File: src/rtl/irq_cap_pkg.sv
`timescale 1ns/1ps
package irq_cap_pkg;
  typedef enum logic [1:0] {
    REG_MODE   = 2'd0,
    REG_POL    = 2'd1,
    REG_SWSET  = 2'd2,
    REG_CLRVEC = 2'd3
  } reg_sel_e;
endpackage

File: src/rtl/irq_sync.sv
`timescale 1ns/1ps
module irq_sync #(
  parameter int N_SRC  = 16,
  parameter int STAGES = 2
) (
  input  logic             clk_i,
  input  logic             rst_ni,
  input  logic [N_SRC-1:0] async_i,
  output logic [N_SRC-1:0] sync_o
);
  logic [N_SRC-1:0] stg_q [STAGES];

  always_ff @(posedge clk_i or negedge rst_ni) begin
    if (!rst_ni) begin
      for (int k = 0; k < STAGES; k++) stg_q[k] <= '0;
    end else begin
      stg_q[0] <= async_i;
      for (int k = 1; k < STAGES; k++) stg_q[k] <= stg_q[k-1];
    end
  end

  assign sync_o = stg_q[STAGES-1];
endmodule

File: src/rtl/irq_detect.sv
`timescale 1ns/1ps
module irq_detect #(
  parameter int N_SRC = 16
) (
  input  logic             clk_i,
  input  logic             rst_ni,
  input  logic [N_SRC-1:0] sync_i,
  input  logic [N_SRC-1:0] edge_mode_i,
  input  logic [N_SRC-1:0] rise_i,
  output logic [N_SRC-1:0] set_o
);
  logic [N_SRC-1:0] prev_q;

  always_ff @(posedge clk_i or negedge rst_ni) begin
    if (!rst_ni) prev_q <= '0;
    else         prev_q <= sync_i;
  end

  for (genvar g = 0; g < N_SRC; g++) begin : g_det
    logic up, dn;
    assign up = sync_i[g] & ~prev_q[g];
    assign dn = ~sync_i[g] & prev_q[g];
    assign set_o[g] = edge_mode_i[g] ? (rise_i[g] ? up : dn) : sync_i[g];
  end

  // same-polarity edges cannot occur on two consecutive cycles
  AST_EDGE_SINGLE: assert property (@(posedge clk_i) disable iff (!rst_ni)
    1'b1 |=> ((set_o & $past(set_o) & edge_mode_i & $past(edge_mode_i)
               & ~(rise_i ^ $past(rise_i))) == '0));
endmodule

File: src/rtl/irq_cfg_regs.sv
`timescale 1ns/1ps
module irq_cfg_regs
  import irq_cap_pkg::*;
#(
  parameter int               N_SRC    = 16,
  parameter int               IDX_W    = 4,
  parameter logic [N_SRC-1:0] MODE_RST = '0,
  parameter logic [N_SRC-1:0] POL_RST  = '1
) (
  input  logic             clk_i,
  input  logic             rst_ni,
  input  logic             wr_en_i,
  input  logic [1:0]       wr_addr_i,
  input  logic [N_SRC-1:0] wr_data_i,
  output logic [N_SRC-1:0] mode_o,
  output logic [N_SRC-1:0] pol_o,
  output logic [N_SRC-1:0] sw_set_o,
  output logic [N_SRC-1:0] clr_vec_o
);
  logic [N_SRC-1:0] mode_q, pol_q;
  logic [IDX_W-1:0] clr_idx;
  logic             clr_hit;

  always_ff @(posedge clk_i or negedge rst_ni) begin
    if (!rst_ni) begin
      mode_q <= MODE_RST;
      pol_q  <= POL_RST;
    end else if (wr_en_i) begin
      if (wr_addr_i == REG_MODE) mode_q <= wr_data_i;
      if (wr_addr_i == REG_POL)  pol_q  <= wr_data_i;
    end
  end

  assign mode_o   = mode_q;
  assign pol_o    = pol_q;
  assign sw_set_o = (wr_en_i && wr_addr_i == REG_SWSET) ? wr_data_i : '0;
  assign clr_idx  = wr_data_i[IDX_W-1:0];
  assign clr_hit  = wr_en_i && (wr_addr_i == REG_CLRVEC);

  for (genvar g = 0; g < N_SRC; g++) begin : g_clr
    assign clr_vec_o[g] = clr_hit && (clr_idx == IDX_W'(g));
  end

  AST_CLR_ONEHOT: assert property (@(posedge clk_i) disable iff (!rst_ni)
    $onehot0(clr_vec_o));
endmodule

File: src/rtl/irq_pend_reg.sv
`timescale 1ns/1ps
module irq_pend_reg #(
  parameter int N_SRC = 16
) (
  input  logic             clk_i,
  input  logic             rst_ni,
  input  logic [N_SRC-1:0] set_i,
  input  logic [N_SRC-1:0] clr_i,
  output logic [N_SRC-1:0] pend_o
);
  logic [N_SRC-1:0] pend_q;

  always_ff @(posedge clk_i or negedge rst_ni) begin
    if (!rst_ni) pend_q <= '0;
    else         pend_q <= (pend_q & ~clr_i) | set_i; // set dominates
  end

  assign pend_o = pend_q;

  AST_SET_WINS: assert property (@(posedge clk_i) disable iff (!rst_ni)
    1'b1 |=> ((pend_q & $past(set_i)) == $past(set_i)));
  AST_NO_SPURIOUS: assert property (@(posedge clk_i) disable iff (!rst_ni)
    1'b1 |=> ((pend_q & ~$past(pend_q) & ~$past(set_i)) == '0));
  AST_CLR_ONLY: assert property (@(posedge clk_i) disable iff (!rst_ni)
    1'b1 |=> ((~pend_q & $past(pend_q) & ~$past(clr_i)) == '0));
endmodule

File: src/rtl/irq_pend_capture.sv
`timescale 1ns/1ps
module irq_pend_capture
  import irq_cap_pkg::*;
#(
  parameter int               N_SRC       = 16,
  parameter int               SYNC_STAGES = 2,
  parameter logic [N_SRC-1:0] MODE_RST    = '0,
  parameter logic [N_SRC-1:0] POL_RST     = '1,
  localparam int              IDX_W       = (N_SRC > 1) ? $clog2(N_SRC) : 1
) (
  input  logic             clk_i,
  input  logic             rst_ni,
  input  logic [N_SRC-1:0] irq_i,
  input  logic             wr_en_i,
  input  logic [1:0]       wr_addr_i,
  input  logic [N_SRC-1:0] wr_data_i,
  input  logic [1:0]       rd_addr_i,
  output logic [N_SRC-1:0] rd_data_o,
  input  logic             ack_i,
  input  logic [IDX_W-1:0] ack_idx_i,
  output logic [N_SRC-1:0] pend_o
);
  logic [N_SRC-1:0] sync, hw_set, mode, pol, sw_set, clr_vec, ack_vec, pend;

  irq_sync #(.N_SRC(N_SRC), .STAGES(SYNC_STAGES)) sync_i (
    .clk_i, .rst_ni, .async_i(irq_i), .sync_o(sync)
  );

  irq_cfg_regs #(.N_SRC(N_SRC), .IDX_W(IDX_W), .MODE_RST(MODE_RST), .POL_RST(POL_RST)) cfg_i (
    .clk_i, .rst_ni, .wr_en_i, .wr_addr_i, .wr_data_i,
    .mode_o(mode), .pol_o(pol), .sw_set_o(sw_set), .clr_vec_o(clr_vec)
  );

  irq_detect #(.N_SRC(N_SRC)) det_i (
    .clk_i, .rst_ni, .sync_i(sync), .edge_mode_i(mode), .rise_i(pol), .set_o(hw_set)
  );

  for (genvar g = 0; g < N_SRC; g++) begin : g_ack
    assign ack_vec[g] = ack_i && (ack_idx_i == IDX_W'(g));
  end

  irq_pend_reg #(.N_SRC(N_SRC)) pend_i (
    .clk_i, .rst_ni, .set_i(hw_set | sw_set), .clr_i(ack_vec | clr_vec), .pend_o(pend)
  );

  assign pend_o = pend;

  always_comb begin
    unique case (rd_addr_i)
      REG_MODE:  rd_data_o = mode;
      REG_POL:   rd_data_o = pol;
      REG_SWSET: rd_data_o = pend;
      default:   rd_data_o = '0;
    endcase
  end

  AST_LEVEL_PEND: assert property (@(posedge clk_i) disable iff (!rst_ni)
    1'b1 |=> (($past(sync & ~mode) & ~pend_o) == '0));
  AST_ACK_CLEAR: assert property (@(posedge clk_i) disable iff (!rst_ni)
    (ack_i && !hw_set[ack_idx_i] && !sw_set[ack_idx_i]) |=> !pend_o[$past(ack_idx_i)]);
endmodule

File: config.mk
export PLATFORM = sky130hd
export DESIGN_NAME = irq_pend_capture
export DESIGN_NICKNAME = d
export VERILOG_FILES = /design/src/rtl/irq_cap_pkg.sv /design/src/rtl/irq_sync.sv /design/src/rtl/irq_detect.sv /design/src/rtl/irq_cfg_regs.sv /design/src/rtl/irq_pend_reg.sv /design/src/rtl/irq_pend_capture.sv
export SDC_FILE = /design/constraint.sdc
export NUM_CORES = 1
export LEC_CHECK = 0
export BUFFER_PORTS_ARGS = -buffer_cell sky130_fd_sc_hd__buf_2
export CORE_MARGIN = 8
export CORE_UTILIZATION = 49
export DETAILED_ROUTE_END_ITERATION = 10
export PLACE_DENSITY = 0.79
export REMOVE_ABC_BUFFERS = 1
export SETUP_SLACK_MARGIN = 0.05
export SLEW_MARGIN = 20
export SYNTH_ARGS = -nofsm -noshare
export SYNTH_HDL_FRONTEND = slang
export SYNTH_SLANG_ARGS = --single-unit
File: constraint.sdc
create_clock -name clk_i -period 2.2 [get_ports clk_i]
set_input_delay 0.22 -clock clk_i [delete_from_list [all_inputs] [get_ports clk_i]]
set_output_delay 0.22 -clock clk_i [all_outputs]
set_load 0.02 [all_outputs]
==> results.json, run 1 <==
{
  "outcome": "completed",
  "ir_drop_v": 0.0004347,
  "postCtsResizedCells": 0,
  "critPathCaptureType": "primary output",
  "setup-tns-final_ns": 0,
  "gp_congestion": 0.7964,
  "synth_xor_area_frac": 0,
  "yosys-mux-area-fraction": 0.1253,
  "detailed_place.area_sq_um": 4562,
  "route.detailed.drc": 0,
  "post-synth-top-count-cell": "sky130_fd_sc_hd__dfrtp_1",
  "p_per_area_nw_per_um2": 826.3,
  "synth_cells": 336,
  "grt_pass1_wl_microns": 16630,
  "post_synth_fa_ha_maj_area_fraction": 0,
  "synth_async_sr_flop_share": 1.000,
  "finalWorstPathRequiredPeriod_ns": 1.538,
  "main_combinational_cell_family_by_area_after_synthesis": "simple AND/OR/NAND/NOR gates",
  "postLayoutCellArea_sq_um": 4951,
  "antenna_left": 0,
  "tritoncts_buffers": 9,
  "ys_dominant_reg_cell": "sky130_fd_sc_hd__dfrtp_1",
  "post_synth_most_frequent_cells": "sky130_fd_sc_hd__dfrtp_1, sky130_fd_sc_hd__o21ai_0, sky130_fd_sc_hd__mux2_2, sky130_fd_sc_hd__nand2_1, sky130_fd_sc_hd__a21oi_1",
  "wl_per_cell_microns": 18.32,
  "synth.largest_area_cell": "sky130_fd_sc_hd__dfrtp_1",
  "grtUsageTotal": 0.1854,
  "clockBufferDepth": 2,
  "worst-r2r-setup-slack_ns": 1.05,
  "timing.critical_path.fanout_max": 3,
  "arrival_ns": 1.32,
  "die_x_microns": 107.1,
  "synthesized_area_fraction_occupied_by_ao_oa_aoi_and_oai_cells": 0.1124,
  "cp.depth": 3,
  "port_buffers": 75,
  "totalWireLength_microns": 9949,
  "register_area_sq_um": 2422,
  "insertion_delay_ns": 0.37,
  "static-leakage-power_nw": 2.166,
  "grt_start_max_net_pins": 48,
  "kind_of_critical_path": "reg -> out",
  "coreArea_sq_um": 8134,
  "ff2ff_path_depth": 4,
  "global_route.overflow_total": 0,
  "layout.cells.non_filler": 543,
  "flow.area_growth_from_synthesis_pct": 21.87,
  "number_of_top_level_design_ports": 76,
  "data_required_critical_path_ns": 1.98,
  "cp.buffers_inverters": 1,
  "count_of_yosys_warnings_during_synthesis": 0,
  "post_synth_and_or_nand_nor_area_fraction": 0.1318,
  "number_of_global_route_vias_before_repair": 3294,
  "yosys.cell_types.count": 38,
  "slowest_delay_ns": 0.40,
  "final-hold-violation-count": 0,
  "timing.critical_path.slowest_stage_cell": "sky130_fd_sc_hd__dfrtp_1",
  "post_cts_setup_driven_buffer_insertion_count": 0,
  "drv.max_cap_violation_count": 0,
  "cp_cell_sequence": "mux2i_1 -> o21ai_0 -> buf_2",
  "grt_antenna_before_repair": 0,
  "worstMarginPinSlew_ns": 0.7248,
  "placement_row_count": 33,
  "number_of_register_bits_inferred_by_synthesis": 96,
  "path_clk_slew_ns": 0.09,
  "critical-path-top-delay-family": "flip-flops",
  "fillCellCount": 641,
  "yosys-top-cells-area": "sky130_fd_sc_hd__dfrtp_1, sky130_fd_sc_hd__dfstp_2, sky130_fd_sc_hd__mux2_2, sky130_fd_sc_hd__o21ai_0, sky130_fd_sc_hd__mux2i_1",
  "relative_slew_slack": 0.5168,
  "ctsRootBufferMaster": "sky130_fd_sc_hd__clkbuf_8",
  "syn_area_per_cell_sq_um": 12.09,
  "worst_r2r_endpoint": "pend_i.pend_o[1]",
  "ctsHtreeMaxLevel": 3,
  "antenna_diode_instance_count": 0,
  "worstSetupStartpointType": "flip-flop",
  "drt-pass1-iter-count": 4,
  "synth_edf_count": 0,
  "detail_route.vias_per_cell": 5.545,
  "unrepaired_setup_endpoints_after_global_routing": "no",
  "nets": 477,
  "cts_num_sinks": 96,
  "place.detailed.instances": 510,
  "synth.yosys.seq_area_share": 0.5962,
  "critical_path_endpoint": "rd_data_o[1]",
  "floorplan.initialDensity": 0.4995,
  "synth.cell_area_sq_um": 4063,
  "design.die.area_sq_um": 11460,
  "die_height_microns": 107.1,
  "final_setup_skew_ns": 0.006525,
  "maxSlewViolCount": 0,
  "final_setup_violation_count": 0,
  "cts_tree": "built",
  "drt_first_iter_violations": 131,
  "route.vias.total": 3011,
  "maxClockFrequency_ghz": 0.6503,
  "yosys.area.top_type_share": 0.4928,
  "finalCoreUtilization": 0.6087,
  "critical_path.reg2reg.startpoint": "cfg_i.pol_o[1]",
  "hpwl_microns": 7091,
  "multi_input_area_sq_um": 1501,
  "drive_above_1_share": 0.3447,
  "worst_setup_path_startpoint": "pend_i.pend_o[1]",
  "hold_wc_path_type": "in -> reg",
  "timing.final.crit_share": 0.6990
}
[state kept, by name (all words and copies together), names as in the netlist]
| name | count |
|---|---|
| cfg_i.mode_o | 16 |
| cfg_i.pol_o | 16 |
| det_i.prev_q | 16 |
| pend_i.pend_o | 16 |
| sync_i.stg_q | 16 |
| sync_i.sync_o | 16 |
[cell usage in the layout (no fill, tap or decap), types with 2 or more instances in the layout]
| cell type | synthesis | final |
|---|---|---|
| sky130_fd_sc_hd__dfrtp_1 | 80 | 80 |
| sky130_fd_sc_hd__buf_2 | 6 | 74 |
| sky130_fd_sc_hd__o21ai_0 | 40 | 40 |
| sky130_fd_sc_hd__mux2_2 | 30 | 30 |
| sky130_fd_sc_hd__nand2_1 | 28 | 28 |
| sky130_fd_sc_hd__a21oi_1 | 18 | 18 |
| sky130_fd_sc_hd__inv_1 | 17 | 17 |
| sky130_fd_sc_hd__dlygate4sd3_1 | 0 | 17 |
| sky130_fd_sc_hd__mux2i_1 | 16 | 16 |
| sky130_fd_sc_hd__dfstp_2 | 16 | 16 |
| sky130_fd_sc_hd__nor4bb_1 | 15 | 15 |
| sky130_fd_sc_hd__clkbuf_8 | 0 | 9 |
| sky130_fd_sc_hd__nand3_1 | 8 | 8 |
| sky130_fd_sc_hd__buf_4 | 1 | 7 |
| sky130_fd_sc_hd__o221ai_1 | 6 | 6 |
| sky130_fd_sc_hd__or3_1 | 6 | 6 |
| sky130_fd_sc_hd__nand2b_1 | 5 | 5 |
| sky130_fd_sc_hd__a22o_1 | 5 | 5 |
| sky130_fd_sc_hd__nor2_1 | 4 | 4 |
| sky130_fd_sc_hd__nor2b_1 | 3 | 3 |
| sky130_fd_sc_hd__nor3_1 | 3 | 3 |
| sky130_fd_sc_hd__or2_2 | 3 | 3 |
| sky130_fd_sc_hd__o211ai_1 | 2 | 2 |
| sky130_fd_sc_hd__nand3b_1 | 2 | 2 |
| sky130_fd_sc_hd__o21a_1 | 2 | 2 |
| sky130_fd_sc_hd__o21ai_1 | 2 | 2 |
| sky130_fd_sc_hd__bufinv_16 | 0 | 2 |
| sky130_fd_sc_hd__inv_6 | 0 | 2 |
[metal layers]
metal | GRT usage | wire length, microns | part of all wire
met1 | 0.2213 | 4079 | 0.41
met2 | 0.2970 | 4925 | 0.50
met3 | 0.06779 | 717 | 0.072
met4 | 0.07437 | 227 | 0.023
met5 | 0 | 0 | 0
[repair_timing]
item / CTS / global route
endpoints found under the setup margin: 0 / 0
hold buffers: 17 / 0
hold endpoints to repair: 54 / 0
[cells by family after synthesis]
| kind of cell | Yosys count |
|---|---|
| AOI/OAI and AO/OA | 78 |
| buffers and inverters | 30 |
| DFF | 96 |
| muxes | 47 |
| and+or+nand+nor | 85 |
[power by group]
| group | switching, mW | total [mW] | internal (mW) |
|---|---|---|---|
| clock network | 0.612 | 1.26 | 0.649 |
| logic | 0.367 | 0.689 | 0.322 |
| registers | 0.155 | 2.14 | 1.99 |
| total | 1.13 | 4.09 | 2.96 |
[per-stage QoR]
stage,power (mW),worst slack (ns),hold slack (ns)
detailed placement,2.842,0.5747,0.2715
floorplan,2.538,0.8390,-0.07559
global route,4.313,0.5508,0.08909
finish,4.091,0.6621,0.1147
global placement,2.794,0.5918,0.2595
CTS,4.127,0.6263,0.1028
[cell type report]
| type | instances | area share |
|---|---|---|
| inverter | 17 | 0.01289 |
| clock inverter | 6 | 0.01845 |
| timing repair buffer | 99 | 0.1238 |
| tap | 105 | 0.02654 |
| multi-input combinational | 210 | 0.3033 |
| sequential | 96 | 0.4893 |
| clock buffer | 10 | 0.02578 |
[worst min-delay path: stages]
cell                      delay, ns
sky130_fd_sc_hd__buf_2         0.10
sky130_fd_sc_hd__a21oi_1       0.06
sky130_fd_sc_hd__nand3_1       0.07
[how the worst min path moves through the flow]
| stage | startpoint | end | slack (ns) | cells after the start |
|---|---|---|---|---|
| after global routing | wr_data_i[15] | cfg_i.mode_o[15] | 0.09 | 2 |
| after floorplan | rst_ni | cfg_i.mode_o[0] | -0.08 | 0 |
| after CTS | wr_data_i[6] | cfg_i.mode_o[6] | 0.10 | 2 |
| after global placement | rst_ni | sync_i.stg_q[27] | 0.26 | 1 |
| final | wr_data_i[6] | pend_i.pend_o[6] | 0.11 | 3 |
| after detailed placement | rst_ni | sync_i.stg_q[27] | 0.27 | 1 |
No activity file was read; power rests on OpenSTA's default activity.
==> run 2, diff against run 1 <==
--- a/config.mk
+++ b/config.mk
@@ -9,7 +9,7 @@
 export CORE_MARGIN = 8
 export CORE_UTILIZATION = 49
 export DETAILED_ROUTE_END_ITERATION = 10
-export PLACE_DENSITY = 0.79
+export PLACE_DENSITY = 0.82
 export REMOVE_ABC_BUFFERS = 1
 export SETUP_SLACK_MARGIN = 0.05
 export SLEW_MARGIN = 20
==> constraint.sdc (replaced) <==
create_clock -name clk_i -period 1.3 [get_ports clk_i]
set_input_delay 0.13 -clock clk_i [delete_from_list [all_inputs] [get_ports clk_i]]
set_output_delay 0.13 -clock clk_i [all_outputs]
set_load 0.02 [all_outputs]
==> results.json, run 2 (synthesis results as in run 1) <==
{
  "hpwl_microns": 7304,
  "number_of_top_level_design_ports": 76,
  "worst-r2r-setup-slack_ns": 0.06,
  "maxClockFrequency_ghz": 0.7429,
  "arrival_ns": 1.22,
  "floorplan.initialDensity": 0.4995,
  "grt_antenna_before_repair": 0,
  "ir_drop_v": 0.0008089,
  "detailed_place.area_sq_um": 4679,
  "ctsHtreeMaxLevel": 3,
  "hold_wc_path_type": "in -> reg",
  "drive_above_1_share": 0.4456,
  "tritoncts_buffers": 9,
  "ff2ff_path_depth": 5,
  "grt_pass1_wl_microns": 17460,
  "finalWorstSetupSlack_ns": -0.04610,
  "postLayoutCellArea_sq_um": 5423,
  "detail_route.vias_per_cell": 5.608,
  "unrepaired_setup_endpoints_after_global_routing": "yes",
  "finalWorstPathRequiredPeriod_ns": 1.346,
  "static-leakage-power_nw": 2.415,
  "preCtsSetupSlack_ns": -0.04991,
  "insertion_delay_ns": 0.37,
  "timing.final.crit_share": 1.035,
  "port_buffers": 75,
  "power_mw": 7.090,
  "hold_path_depth": 2,
  "worstSetupStartpointType": "flip-flop",
  "drt_first_iter_violations": 222,
  "timing.critical_path.fanout_max": 2,
  "die_x_microns": 107.1,
  "number_of_global_route_vias_before_repair": 3539,
  "final_cell_mix": "sky130_fd_sc_hd__dfrtp_1, sky130_fd_sc_hd__buf_4, sky130_fd_sc_hd__buf_2",
  "design.die.area_sq_um": 11460,
  "place.detailed.instances": 524,
  "antenna_diode_instance_count": 0,
  "layout.cells.non_filler": 592,
  "ctsRootBufferMaster": "sky130_fd_sc_hd__clkbuf_8",
  "grtUsageTotal": 0.1936,
  "flow.area_growth_from_synthesis_pct": 33.48,
  "placement_row_count": 33,
  "kind_of_critical_path": "reg -> out",
  "coreArea_sq_um": 8134,
  "final_setup_violation_count": 11,
  "cts_num_sinks": 96,
  "nets": 526,
  "final-hold-violation-count": 0,
  "worstMarginPinSlew_ns": 0.3846,
  "relative_slew_slack": 0.7417,
  "cts_tree": "built",
  "outcome": "finished, violations left",
  "timing.critical_path.slowest_stage_cell": "sky130_fd_sc_hd__dfstp_2",
  "violations": "negative setup slack",
  "critPathCaptureType": "primary output",
  "gp_congestion": 0.8489,
  "grt_start_max_net_pins": 58,
  "drt-pass1-iter-count": 5,
  "route.detailed.drc": 0,
  "route.vias.total": 3320,
  "clockBufferDepth": 2,
  "p_per_area_nw_per_um2": 1307,
  "totalWireLength_microns": 10890,
  "data_required_critical_path_ns": 1.17,
  "antenna_left": 0,
  "global_route.overflow_total": 0,
  "path_clk_slew_ns": 0.09,
  "drv.max_cap_violation_count": 0,
  "die_height_microns": 107.1,
  "final_setup_skew_ns": 0.009938,
  "layout.cells.most_common": "sky130_fd_sc_hd__dfrtp_1",
  "maxSlewViolCount": 0,
  "wl_per_cell_microns": 18.40,
  "slowest_delay_ns": 0.55,
  "cp_cell_sequence": "nand2_1 -> o21ai_1 -> buf_4"
}
run 2: changes by cell type in the layout (fill, tap and decap cells not counted), sizes merged:
cell | previous run | this run
bufinv | 2 | 0
clkinvlp | 0 | 1
clkbuf | 10 | 13
buf | 82 | 131
clkinv | 2 | 0
run 2: metal layers:
layer | up-vias | part of all wire | track usage
met4 | 0 | 0.013 | 0.07739
li1 | 1495 | - | -
met3 | 14 | 0.079 | 0.06479
met1 | 1672 | 0.40 | 0.2357
met5 | - | 0 | 0
met2 | 139 | 0.50 | 0.3094
run 2: timing repair:
action                                  CTS  global route
pin swaps                                 1            10
hold endpoints to repair                102             0
setup buffers                            28             9
hold buffers                             17             0
endpoints found under the setup margin   16            23
gates resized for setup                  36            31
cloned                                    0             0
run 2: area by class of cell:
class                           instances  area, sq um
Clock buffer                           13        158.9
Clock inverter                          3        25.02
Fill cell                             579         2711
Inverter                               17        63.81
Multi-Input combinational cell        210         1556
Sequential cell                        96         2422
Tap cell                              105        131.4
Timing Repair Buffer                  148         1065
run 2: critical path, delay by kind of cell (launching register included):
kind / cells / cell delay (ns)
flip-flops: 1 / 0.55
buffers and inverters: 1 / 0.16
AO/OA/AOI/OAI: 1 / 0.09
AND/OR/NAND/NOR: 1 / 0.05
run 2: final timing paths:
| kind | to | start |
|---|---|---|
| worst max-delay path | rd_data_o[1] | cfg_i.pol_o[1] |
| worst min-delay path | cfg_i.pol_o[10] | wr_data_i[10] |
| worst max register to register | pend_i.pend_o[4] | cfg_i.pol_o[4] |
| worst min register to register | sync_i.sync_o[15] | sync_i.stg_q[31] |
| max in group asynchronous | cfg_i.pol_o[3] | rst_ni |
| min in group asynchronous | sync_i.stg_q[21] | rst_ni |
run 2: metrics by stage:
stage | TNS (ns) | utilization | hold slack [ns]
2_1_floorplan | 0 | - | -0.1656
3_3_place_gp | -0.03034 | 0.5753 | -0.06382
3_5_place_dp | -0.1664 | 0.5753 | -0.06272
4_1_cts | -0.4406 | 0.6514 | 0.01127
5_1_grt | -1.150 | 0.6667 | 0.01113
6_report | -0.2195 | 0.6667 | 0.02119
run 2: report_power, final:
| part | switching [mW] | internal (mW) |
|---|---|---|
| sequential | 0.215 | 3.36 |
| combinational | 0.812 | 0.860 |
| clock | 1.03 | 0.817 |
| total | 2.06 | 5.03 |
